`src/rtl/report_pkg.sv`:
```
package report_pkg;

    localparam int FID_W     = 32;
    localparam int TS_W      = 32;
    localparam int CNT_W     = 16;
    localparam int NUM_CNT   = 4;
    localparam int WORD_W    = 32;
    localparam int HDR_BEATS = 2;
    localparam int PAY_WORDS = 3 + NUM_CNT;
    localparam int NUM_BEATS = HDR_BEATS + PAY_WORDS;
    localparam int BEAT_W    = $clog2(NUM_BEATS);
    localparam int UDP_HDR_BYTES = 8;
    localparam int UDP_LEN   = UDP_HDR_BYTES + PAY_WORDS * (WORD_W / 8);

    typedef struct packed {
        logic [FID_W-1:0]                flow_id;
        logic [TS_W-1:0]                 t_start;
        logic [TS_W-1:0]                 t_end;
        logic [NUM_CNT-1:0][CNT_W-1:0]   counts;
    } flow_rec_t;

    typedef enum logic [0:0] {
        SER_IDLE = 1'b0,
        SER_SEND = 1'b1
    } ser_state_t;

    function automatic logic [WORD_W-1:0] payload_word(input flow_rec_t r, input int idx);
        logic [WORD_W-1:0] w;
        w = '0;
        if (idx == 0) begin
            w = WORD_W'(r.flow_id);
        end else if (idx == 1) begin
            w = WORD_W'(r.t_start);
        end else if (idx == 2) begin
            w = WORD_W'(r.t_end);
        end else begin
            for (int k = 0; k < NUM_CNT; k++) begin
                if (idx == 3 + k) begin
                    w = {{(WORD_W-CNT_W){1'b0}}, r.counts[k]};
                end
            end
        end
        return w;
    endfunction

    function automatic logic [WORD_W-1:0] port_word(input logic [15:0] src, input logic [15:0] dst);
        return {src, dst};
    endfunction

    function automatic logic [WORD_W-1:0] len_word();
        return {16'(UDP_LEN), 16'h0000};
    endfunction

endpackage

```
`src/rtl/report_fifo.sv`:
```
module report_fifo
    import report_pkg::*;
#(
    parameter int DEPTH = 16
) (
    input  logic      clk,
    input  logic      rst,
    input  logic      wr_en,
    input  flow_rec_t wr_rec,
    input  logic      rd_en,
    output flow_rec_t rd_rec,
    output logic      empty,
    output logic      full,
    output logic      overflow
);
    localparam int PTR_W = (DEPTH > 1) ? $clog2(DEPTH) : 1;
    localparam int OCC_W = $clog2(DEPTH + 1);
    localparam logic [PTR_W-1:0] LAST_PTR = PTR_W'(DEPTH - 1);
    localparam logic [OCC_W-1:0] FULL_OCC = OCC_W'(DEPTH);

    flow_rec_t          mem [DEPTH];
    logic [PTR_W-1:0]   wr_ptr;
    logic [PTR_W-1:0]   rd_ptr;
    logic [OCC_W-1:0]   occ;
    logic               wr_ok;
    logic               rd_ok;

    assign full   = (occ == FULL_OCC);
    assign empty  = (occ == '0);
    assign wr_ok  = wr_en && !full;
    assign rd_ok  = rd_en && !empty;
    assign rd_rec = mem[rd_ptr];

    always_ff @(posedge clk) begin
        if (wr_ok) begin
            mem[wr_ptr] <= wr_rec;
        end
    end

    always_ff @(posedge clk) begin
        if (rst) begin
            wr_ptr   <= '0;
            rd_ptr   <= '0;
            occ      <= '0;
            overflow <= 1'b0;
        end else begin
            if (wr_ok) begin
                wr_ptr <= (wr_ptr == LAST_PTR) ? '0 : wr_ptr + 1'b1;
            end
            if (rd_ok) begin
                rd_ptr <= (rd_ptr == LAST_PTR) ? '0 : rd_ptr + 1'b1;
            end
            if (wr_ok && !rd_ok) begin
                occ <= occ + 1'b1;
            end else if (rd_ok && !wr_ok) begin
                occ <= occ - 1'b1;
            end
            if (wr_en && full) begin
                overflow <= 1'b1;
            end
        end
    end

    AST_OVERFLOW_STICKY: assert property (@(posedge clk) disable iff (rst)
        overflow |=> overflow);

    AST_FULL_DROPS_PUSH: assert property (@(posedge clk) disable iff (rst)
        (full && wr_en && !rd_en) |=> (full && overflow));

    AST_OCC_BOUND: assert property (@(posedge clk) disable iff (rst)
        occ <= FULL_OCC);

endmodule

```
`src/rtl/report_beat_mux.sv`:
```
module report_beat_mux
    import report_pkg::*;
#(
    parameter logic [15:0] SRC_PORT = 16'h1F90,
    parameter logic [15:0] DST_PORT = 16'h2329
) (
    input  logic [BEAT_W-1:0] beat,
    input  flow_rec_t         rec,
    output logic [WORD_W-1:0] data,
    output logic              sop,
    output logic              eop
);
    localparam logic [BEAT_W-1:0] LAST_BEAT = BEAT_W'(NUM_BEATS - 1);

    always_comb begin
        if (beat == '0) begin
            data = port_word(SRC_PORT, DST_PORT);
        end else if (beat == BEAT_W'(1)) begin
            data = len_word();
        end else begin
            data = payload_word(rec, int'(beat) - HDR_BEATS);
        end
    end

    assign sop = (beat == '0);
    assign eop = (beat == LAST_BEAT);

endmodule

```
`src/rtl/report_serializer.sv`:
```
module report_serializer
    import report_pkg::*;
(
    input  logic              clk,
    input  logic              rst,
    input  flow_rec_t         head,
    input  logic              fifo_empty,
    output logic              pop,
    output flow_rec_t         rec,
    output logic [BEAT_W-1:0] beat,
    input  logic              out_ready,
    output logic              out_valid
);
    localparam logic [BEAT_W-1:0] LAST_BEAT = BEAT_W'(NUM_BEATS - 1);
    localparam logic [BEAT_W-1:0] POP_BEAT  = BEAT_W'(HDR_BEATS);

    ser_state_t        state;
    logic [BEAT_W-1:0] beat_q;
    flow_rec_t         rec_q;
    logic              take;

    assign out_valid = (state == SER_SEND);
    assign take      = out_valid && out_ready;
    assign pop       = take && (beat_q == POP_BEAT);
    assign beat      = beat_q;
    assign rec       = rec_q;

    always_ff @(posedge clk) begin
        if (rst) begin
            state  <= SER_IDLE;
            beat_q <= '0;
            rec_q  <= '0;
        end else begin
            case (state)
                SER_IDLE: begin
                    if (!fifo_empty) begin
                        state  <= SER_SEND;
                        beat_q <= '0;
                        rec_q  <= head;
                    end
                end
                SER_SEND: begin
                    if (take) begin
                        if (beat_q == LAST_BEAT) begin
                            state  <= SER_IDLE;
                            beat_q <= '0;
                        end else begin
                            beat_q <= beat_q + 1'b1;
                        end
                    end
                end
                default: state <= SER_IDLE;
            endcase
        end
    end

    AST_POP_NONEMPTY: assert property (@(posedge clk) disable iff (rst)
        pop |-> !fifo_empty);

    AST_IDLE_AFTER_LAST: assert property (@(posedge clk) disable iff (rst)
        (take && beat_q == LAST_BEAT) |=> !out_valid);

    AST_BEAT_RANGE: assert property (@(posedge clk) disable iff (rst)
        beat_q <= LAST_BEAT);

endmodule

```
`src/rtl/udp_report_packetizer.sv`:
```
module udp_report_packetizer
    import report_pkg::*;
#(
    parameter int          DEPTH    = 16,
    parameter logic [15:0] SRC_PORT = 16'h1F90,
    parameter logic [15:0] DST_PORT = 16'h2329
) (
    input  logic                     clk,
    input  logic                     rst,
    input  logic                     push_valid,
    input  logic [FID_W-1:0]         push_flow_id,
    input  logic [TS_W-1:0]          push_start_ts,
    input  logic [TS_W-1:0]          push_end_ts,
    input  logic [NUM_CNT*CNT_W-1:0] push_counts,
    output logic                     fifo_full,
    output logic                     overflow,
    input  logic                     out_ready,
    output logic                     out_valid,
    output logic [WORD_W-1:0]        out_data,
    output logic                     out_sop,
    output logic                     out_eop
);
    flow_rec_t         wr_rec;
    flow_rec_t         head;
    flow_rec_t         cur_rec;
    logic              fifo_empty;
    logic              pop;
    logic [BEAT_W-1:0] beat;

    assign wr_rec.flow_id = push_flow_id;
    assign wr_rec.t_start = push_start_ts;
    assign wr_rec.t_end   = push_end_ts;
    assign wr_rec.counts  = push_counts;

    report_fifo #(.DEPTH(DEPTH)) i_fifo (
        .clk      (clk),
        .rst      (rst),
        .wr_en    (push_valid),
        .wr_rec   (wr_rec),
        .rd_en    (pop),
        .rd_rec   (head),
        .empty    (fifo_empty),
        .full     (fifo_full),
        .overflow (overflow)
    );

    report_serializer i_ser (
        .clk        (clk),
        .rst        (rst),
        .head       (head),
        .fifo_empty (fifo_empty),
        .pop        (pop),
        .rec        (cur_rec),
        .beat       (beat),
        .out_ready  (out_ready),
        .out_valid  (out_valid)
    );

    report_beat_mux #(.SRC_PORT(SRC_PORT), .DST_PORT(DST_PORT)) i_mux (
        .beat (beat),
        .rec  (cur_rec),
        .data (out_data),
        .sop  (out_sop),
        .eop  (out_eop)
    );

    AST_HOLD_STABLE: assert property (@(posedge clk) disable iff (rst)
        (out_valid && !out_ready) |=> (out_valid && $stable(out_data) && $stable(out_sop) && $stable(out_eop)));

    AST_SOP_EOP_EXCL: assert property (@(posedge clk) disable iff (rst)
        out_valid |-> !(out_sop && out_eop));

    AST_SOP_IS_PORTS: assert property (@(posedge clk) disable iff (rst)
        (out_valid && out_sop) |-> (out_data == {SRC_PORT, DST_PORT}));

    AST_EMPTY_QUIET: assert property (@(posedge clk) disable iff (rst)
        ($past(fifo_empty) && fifo_empty && !$past(out_valid)) |-> !out_valid);

endmodule

```
`config.mk`:
```
export PLATFORM = sky130hd
export DESIGN_NAME = udp_report_packetizer
export DESIGN_NICKNAME = d
export VERILOG_FILES = /design/src/rtl/report_pkg.sv /design/src/rtl/report_fifo.sv /design/src/rtl/report_beat_mux.sv /design/src/rtl/report_serializer.sv /design/src/rtl/udp_report_packetizer.sv
export SDC_FILE = /design/constraint.sdc
export NUM_CORES = 2
export LEC_CHECK = 0
export ABC_AREA = 1
export BUFFER_PORTS_ARGS = -buffer_cell sky130_fd_sc_hd__buf_2
export CORE_ASPECT_RATIO = 0.8
export CORE_MARGIN = 4
export CORE_UTILIZATION = 57
export DETAILED_ROUTE_END_ITERATION = 7
export PLACE_DENSITY_LB_ADDON = 0.08
export SYNTH_ARGS = -nofsm -noshare
export SYNTH_HDL_FRONTEND = slang
export SYNTH_HIERARCHICAL = 1
export SYNTH_SLANG_ARGS = --single-unit
export TNS_END_PERCENT = 30
```
`constraint.sdc`:
```
create_clock -name clk -period 12.7 [get_ports clk]
set_input_delay 1.27 -clock clk [delete_from_list [all_inputs] [get_ports clk]]
set_output_delay 1.27 -clock clk [all_outputs]
set_load 0.05 [all_outputs]
```
==> After elaboration in Yosys (flattened, before gate mapping) <==
Memories as Yosys holds them, arrays and structs flattened. A register that Yosys moved wholly into a read port is not among the register bits.
Index checks and enable logic that the tools add are counted.
{ "classes": {"eq_ne": 14, "n_reduce_logical": 17, "addsub": 6, "bitwise_logic": 2, "muxes": 23} }
{ "ops": {"columns": ["op", "count"], "rows": [
  ["32-bit two-way mux", 5],
  ["32-bit by 4-bit equality test with 1-bit output (second input constant)", 3],
  ["32-bit by 3-bit equality test with 1-bit output (second input constant)", 2],
  ["16-bit two-way mux", 4],
  ["32-bit by 2-bit equality test with 1-bit output (second input constant)", 1],
  ["32-bit zero test", 1],
  ["4-bit two-way mux", 5],
  ["4-bit by 1-bit adder with 4-bit output (second input constant)", 3],
  ["4-bit equality test (second input constant)", 3],
  ["5-bit two-way mux", 2],
  ["4-bit one-hot mux with 2 select lines", 1],
  ["1-bit logical AND", 7],
  ["5-bit by 1-bit adder with 5-bit output (second input constant)", 1],
  ["5-bit equality test (second input constant)", 1],
  ["5-bit zero test", 1],
  ["1-bit two-way mux", 5],
  ["4-bit by 2-bit subtractor with 5-bit output (second input constant)", 1],
  ["5-bit by 1-bit subtractor with 5-bit output (second input constant)", 1],
  ["4-bit by 1-bit equality test with 1-bit output (second input constant)", 1],
  ["4-bit by 2-bit equality test with 1-bit output (second input constant)", 1],
  ["1-bit zero test", 4],
  ["4-bit zero test", 1],
  ["2-bit inequality test (second input constant)", 2],
  ["2-bit AND reduction", 2],
  ["other kinds (3)", 4]
]} }
{ "word_totals": {"mem_count": 1, "out_inout_bits": 37, "ram_bits": 2560, "elab_cells": 69, "ff_bits": 19, "input_bits": 164} }
{ "mem_list": {"columns": ["name", "depth", "width", "read_ports", "rd_clocked_by_memory_dff", "wr", "line_no", "rtl"], "rows": [
  ["i_fifo.mem", 16, 160, 1, 1, 1, "report_fifo.sv:21", "flow_rec_t mem [DEPTH];"]
]} }

==> Logic depth before layout (Yosys ltp) <==
{ "logic_depth": {"word_depth": 11, "mapped_depth": 14, "depth_no_buf": 14} }

==> Modules after synthesis <==
Netlist, hierarchy kept.
{ "modules_own_cells": {"columns": ["mod", "n_inst", "area_per_inst_um2", "cells_per_inst"], "rows": [
  ["report_fifo", 1, 104383.9, 8967],
  ["report_serializer", 1, 5798.1, 733],
  ["report_beat_mux", 1, 1540.2, 297]
]} }

==> Worst setup path before layout <==
No wires, ideal clock.
{ "synth_path": {"path_kind": "in2reg", "start": "input push_valid", "end": "memory i_fifo/mem[3][0] (netlist bit) (enable)", "arrival_time_ns": 12.227, "path_stages": 2, "path_buffers": 0, "required_ns": 11.824, "slack_ns": -0.403, "cell_sequence": "nand2_1 -> nor3_1"} }
{ "synth_via": {"elab_chain_len": 3} }
{ "synth_lines": {"columns": ["item", "line_no", "rtl"], "rows": [
  ["start, declared", "udp_report_packetizer.sv:10", "input logic push_valid,"],
  ["1-bit logical AND", "report_fifo.sv:30", "assign wr_ok = wr_en && !full;"],
  ["1-bit two-way mux", "report_fifo.sv:35", "if (wr_ok) begin"],
  ["1-bit two-way mux (not written as such)", "report_fifo.sv:36", "mem[wr_ptr] <= wr_rec;"],
  ["end, declared", "report_fifo.sv:21", null]
]} }
Every way passes these cells.

==> Worst setup path after layout <==
{ "layout_path": {"start": "register i_ser.beat_q[1], in the netlist i_ser/beat[1]", "end": "output out_data[1]"} }
{ "layout_via": {"elab_chain_len": 11, "elab_cells_between_ends": 19} }
{ "layout_lines": {"columns": ["item", "line_no", "rtl"], "rows": [
  ["start, declared", "report_serializer.sv:18", "logic [BEAT_W-1:0] beat_q;"],
  ["start signal, assigned", "report_serializer.sv:48", "beat_q <= beat_q + 1'b1;"],
  ["4-bit by 2-bit subtractor with 5-bit output", "report_beat_mux.sv:21", "data = payload_word(rec, int'(beat) - HDR_BEATS);"],
  ["32-bit by 3-bit equality test with 1-bit output", "report_pkg.sv:38", "if (idx == 3 + k) begin"],
  ["16-bit two-way mux (4 in series)", "report_pkg.sv:38", null],
  ["32-bit two-way mux", "report_pkg.sv:34", "end else if (idx == 2) begin"],
  ["32-bit two-way mux", "report_pkg.sv:32", "end else if (idx == 1) begin"],
  ["32-bit two-way mux", "report_pkg.sv:30", "if (idx == 0) begin"],
  ["32-bit two-way mux", "report_beat_mux.sv:18", "end else if (beat == BEAT_W'(1)) begin"],
  ["32-bit two-way mux (*)", "report_beat_mux.sv:16", "if (beat == '0) begin"],
  ["end, declared", "udp_report_packetizer.sv:19", "output logic [WORD_W-1:0] out_data,"]
]} }
Every way passes the cells marked *; elsewhere a longest branch is shown, timed or not.

==> results.yml <==
outcome:
  status: "finished, final reports clean"
setup_path:
  worstPathRequired_ps: 11430
  worstSetupEndpointType: "output port"
  reg2reg_slack_ps: 7670
  r2r_cells: 12
  r2r_end: "i_ser/rec[22]$_SDFFE_PP0P_"
  worst-setup-path-type: "reg2out"
  worstSetupStartpoint: "i_ser/beat[1]$_SDFFE_PP0P_"
  cp-start-kind: "flop"
  crit_fanout: 63
  cp.arrival_ps: 4740
final_layout:
  drive_gt1_frac: 0.0726
  fillCellCount: 15200
  syn_to_final_growth_pct: 9.80
  multi_input_area_um2: 27100
  register_area_um2: 80600
  fin_nets: 10200
synthesis:
  synth_cell_type_count: 37
  yosysSeqAreaShare: 0.721
  syn_area_per_cell_um2: 11.2
  yosysMostFrequentCell: "nand2_1"
  synth.area.top_cells: "edfxtp_1 (69%), nand2_1 (13%), nand3_1 (6.9%)"
  yosysWarnings: 6
  yosysTopAreaCell: "edfxtp_1"
  synth.top_cell.area_share: 0.688
  ys_top_cells_by_count: "nand2_1 (3866), edfxtp_1 (2560), nand3_1 (1543)"
  async_flop_share: 0
  synth-main-ff-cell: "edfxtp_1"
  synth-seq-cells: 2743
  syn_inst: 9997
  syn_nets: 10200
  synth-edff-count: 2560
  netlist_area_um2: 112000
route:
  via_count: 75000
  ant_nets: 0
  vias_per_cell: 5.87
  drt-initial-drc-count: 9773
  drt-total-wl_um: 313000
  drc: 0
  wire_per_inst_um: 24.5
  firstDrtPassIters: 6
power:
  p_sw_frac: 0.219
  peakVddDrop_uv: 181
  leakage_nw: 45.9
  p_clk_frac: 0.413
  cellPowerDensity_nw_per_um2: 155
  seq_power_share: 0.541
  power_mw: 19.0
  p_switching_mw: 4.16
  p_comb_frac: 0.046
  internal_power_mw: 14.9
clocking:
  cts_max_level: 5
  cts_hold_buffers: 0
  clock_sinks: 2743
  cts_buffers: 286
  clkLatencyLatePin_ps: 910
  cts_resized: 0
  post_cts_buffers: 0
  clock_path_buffers: 4
  clk_pin_slew_ps: 60
  cts-root-buf: "clkbuf_16"
  cts_tree: "yes"
run:
  maxCapViolCount: 0
place:
  port_buffers: 200
  hpwl_um: 156000
  place_congestion: 0.882
sta:
  finalCritPeriodShare: 0.473
  fin_skew_ps: 39.8
  finalSetupTns_ps: 0
  rsz0062_at_grt: "no"
  period_minus_slack_ps: 6010
  final_max_slew_viol_count: 0
  tightest_slew_ps: 1380
  fmax_mhz: 166
  slew_headroom: 0.0832
  finalSetupViolations: 0
  hold_violations: 0
floorplan:
  die_x_um: 503
  core_area_um2: 195000
  num_rows: 145
  die-height_um: 404
  initial_core_util: 0.573
  dieArea_um2: 203000
  io_pins: 201
worst_hold_path:
  hold_depth: 2
  hp-class: "reg2reg"
  hp-start: "i_fifo/overflow$_SDFFE_PP0P_"
  min_to: "i_fifo/overflow$_SDFFE_PP0P_"
global_routing:
  grt_max_degree: 296
  grt_pass1_wl_um: 462000
  grt_pass1_vias: 69400
  grt_use_total: 0.305
  grt_overflow_total: 0
  antenna_found_initial: 62
[metal layers]
metal / vias up / wire length [um] / track usage
li1: 34200 / - / -
met5: - / 104 / 0
met3: 609 / 29700 / 0.0586
met4: 14 / 9860 / 0.0975
met1: 36600 / 133000 / 0.459
met2: 3607 / 140000 / 0.453
[power groups by stage]
stage	clock (mW)	combinational [mW]	sequential, mW
after global placement	0	0.840	10.5
after global routing	8.35	0.953	10.3
after detailed placement	0	0.855	10.5
after floorplan	0	0.477	10.4
final	7.87	0.873	10.3
after CTS	7.97	0.861	10.3
[kinds of logic (layout without fill, tap and decap cells)]
logic type / count (synthesis) / in the layout / synth area share
simple gates: 6033 / 6033 / 0.223
flops: 2743 / 2743 / 0.721
buf+inv: 866 / 1048 / 0.0372
compound gates: 336 / 336 / 0.0167
fa+ha+maj: 15 / 15 / 0.00175
xor+xnor: 4 / 4 / 0.000314
other cells: 0 / 39 / 0
[worst max path at each step]
| stage | end | slack (ps) | depth (start not counted) |
|---|---|---|---|
| final | out_data[1] | 6690 | 10 |
| after global routing | out_data[1] | 6450 | 10 |
| after CTS | out_data[1] | 6710 | 10 |
| after detailed placement | i_fifo/mem[9][5]$_DFFE_PP_ | 7320 | 8 |
| after global placement | i_fifo/mem[6][17]$_DFFE_PP_ | 7370 | 8 |
| after floorplan | i_fifo/mem[3][0]$_DFFE_PP_ | -400 | 2 |
[sequential cells by signal, indices dropped and copies added (netlist names), named ones only]
| register | count |
|---|---|
| i_fifo/mem | 2560 |
| i_ser/beat | 4 |
| i_ser/rec | 160 |
| i_fifo/overflow | 1 |
| i_fifo/rd_ptr | 4 |
| i_fifo/wr_ptr | 4 |
| i_fifo/occ | 5 |
| i_ser/out_valid | 1 |
[worst max-delay path, stage by stage, from the launching register on]
cell and delay [ps]:
dfxtp_1 500, inv_2 130, ha_1 230, inv_1 50, nand2_1 60, nand2_2 790, nand3_2 570, inv_2 680
a21oi_1 90, a21oi_1 400, buf_2 340
[layout make-up]
type,instances,share of cell area
inverter,254,0.00825
tap,2572,0.0262
clock inverter,92,0.00585
sequential,2743,0.657
timing repair buffer,309,0.0167
multi-input combinational,6388,0.221
antenna,39,0.000796
clock buffer,393,0.0642
[cell usage in the layout, fill, tap and decap left out, types with 2 or more instances in the layout]
cell        synthesis  final
a21oi_1            37     37
a22oi_1             2      2
buf_12              2     18
buf_2             293    200
buf_4              70     91
bufinv_16           0     12
clkbuf_1          172     85
clkbuf_16           0    295
clkbuf_8            0     13
clkinv_1            1     46
clkinv_2            0     29
clkinvlp_4          0      3
dfxtp_1           183    179
dfxtp_4             0      4
diode_2             0     39
edfxtp_1         2560   2560
ha_1               14     14
inv_1             242    242
inv_2              10      6
inv_6               1      2
inv_8               0      4
nand2_1          3866   3866
nand2_2             3      3
nand3_1          1543   1543
nand3_2             3      3
nand4_1            70     70
nor2_1            493    480
nor2_4              4     18
nor3_1              5      2
nor3_2              0      3
o211ai_1           69     69
o21ai_0           209    209
o21ai_1            18     18
or2_0               2      2
or2_1              10     10
or2_2              31     31
xor2_1              3      3
[per-stage QoR]
stage / instance area, um^2 / worst slack, ps / instances / hold slack, ps / util
global placement: 114000 / 7370 / 12300 / 450 / 0.584
finish: 123000 / 6690 / 12800 / 463 / 0.629
global route: 123000 / 6450 / 12800 / 522 / 0.629
floorplan: 112000 / -403 / 9997 / 456 / -
CTS: 123000 / 6710 / 12800 / 470 / 0.628
detailed placement: 114000 / 7320 / 12300 / 456 / 0.584
(Power assumes the default switching activity.)
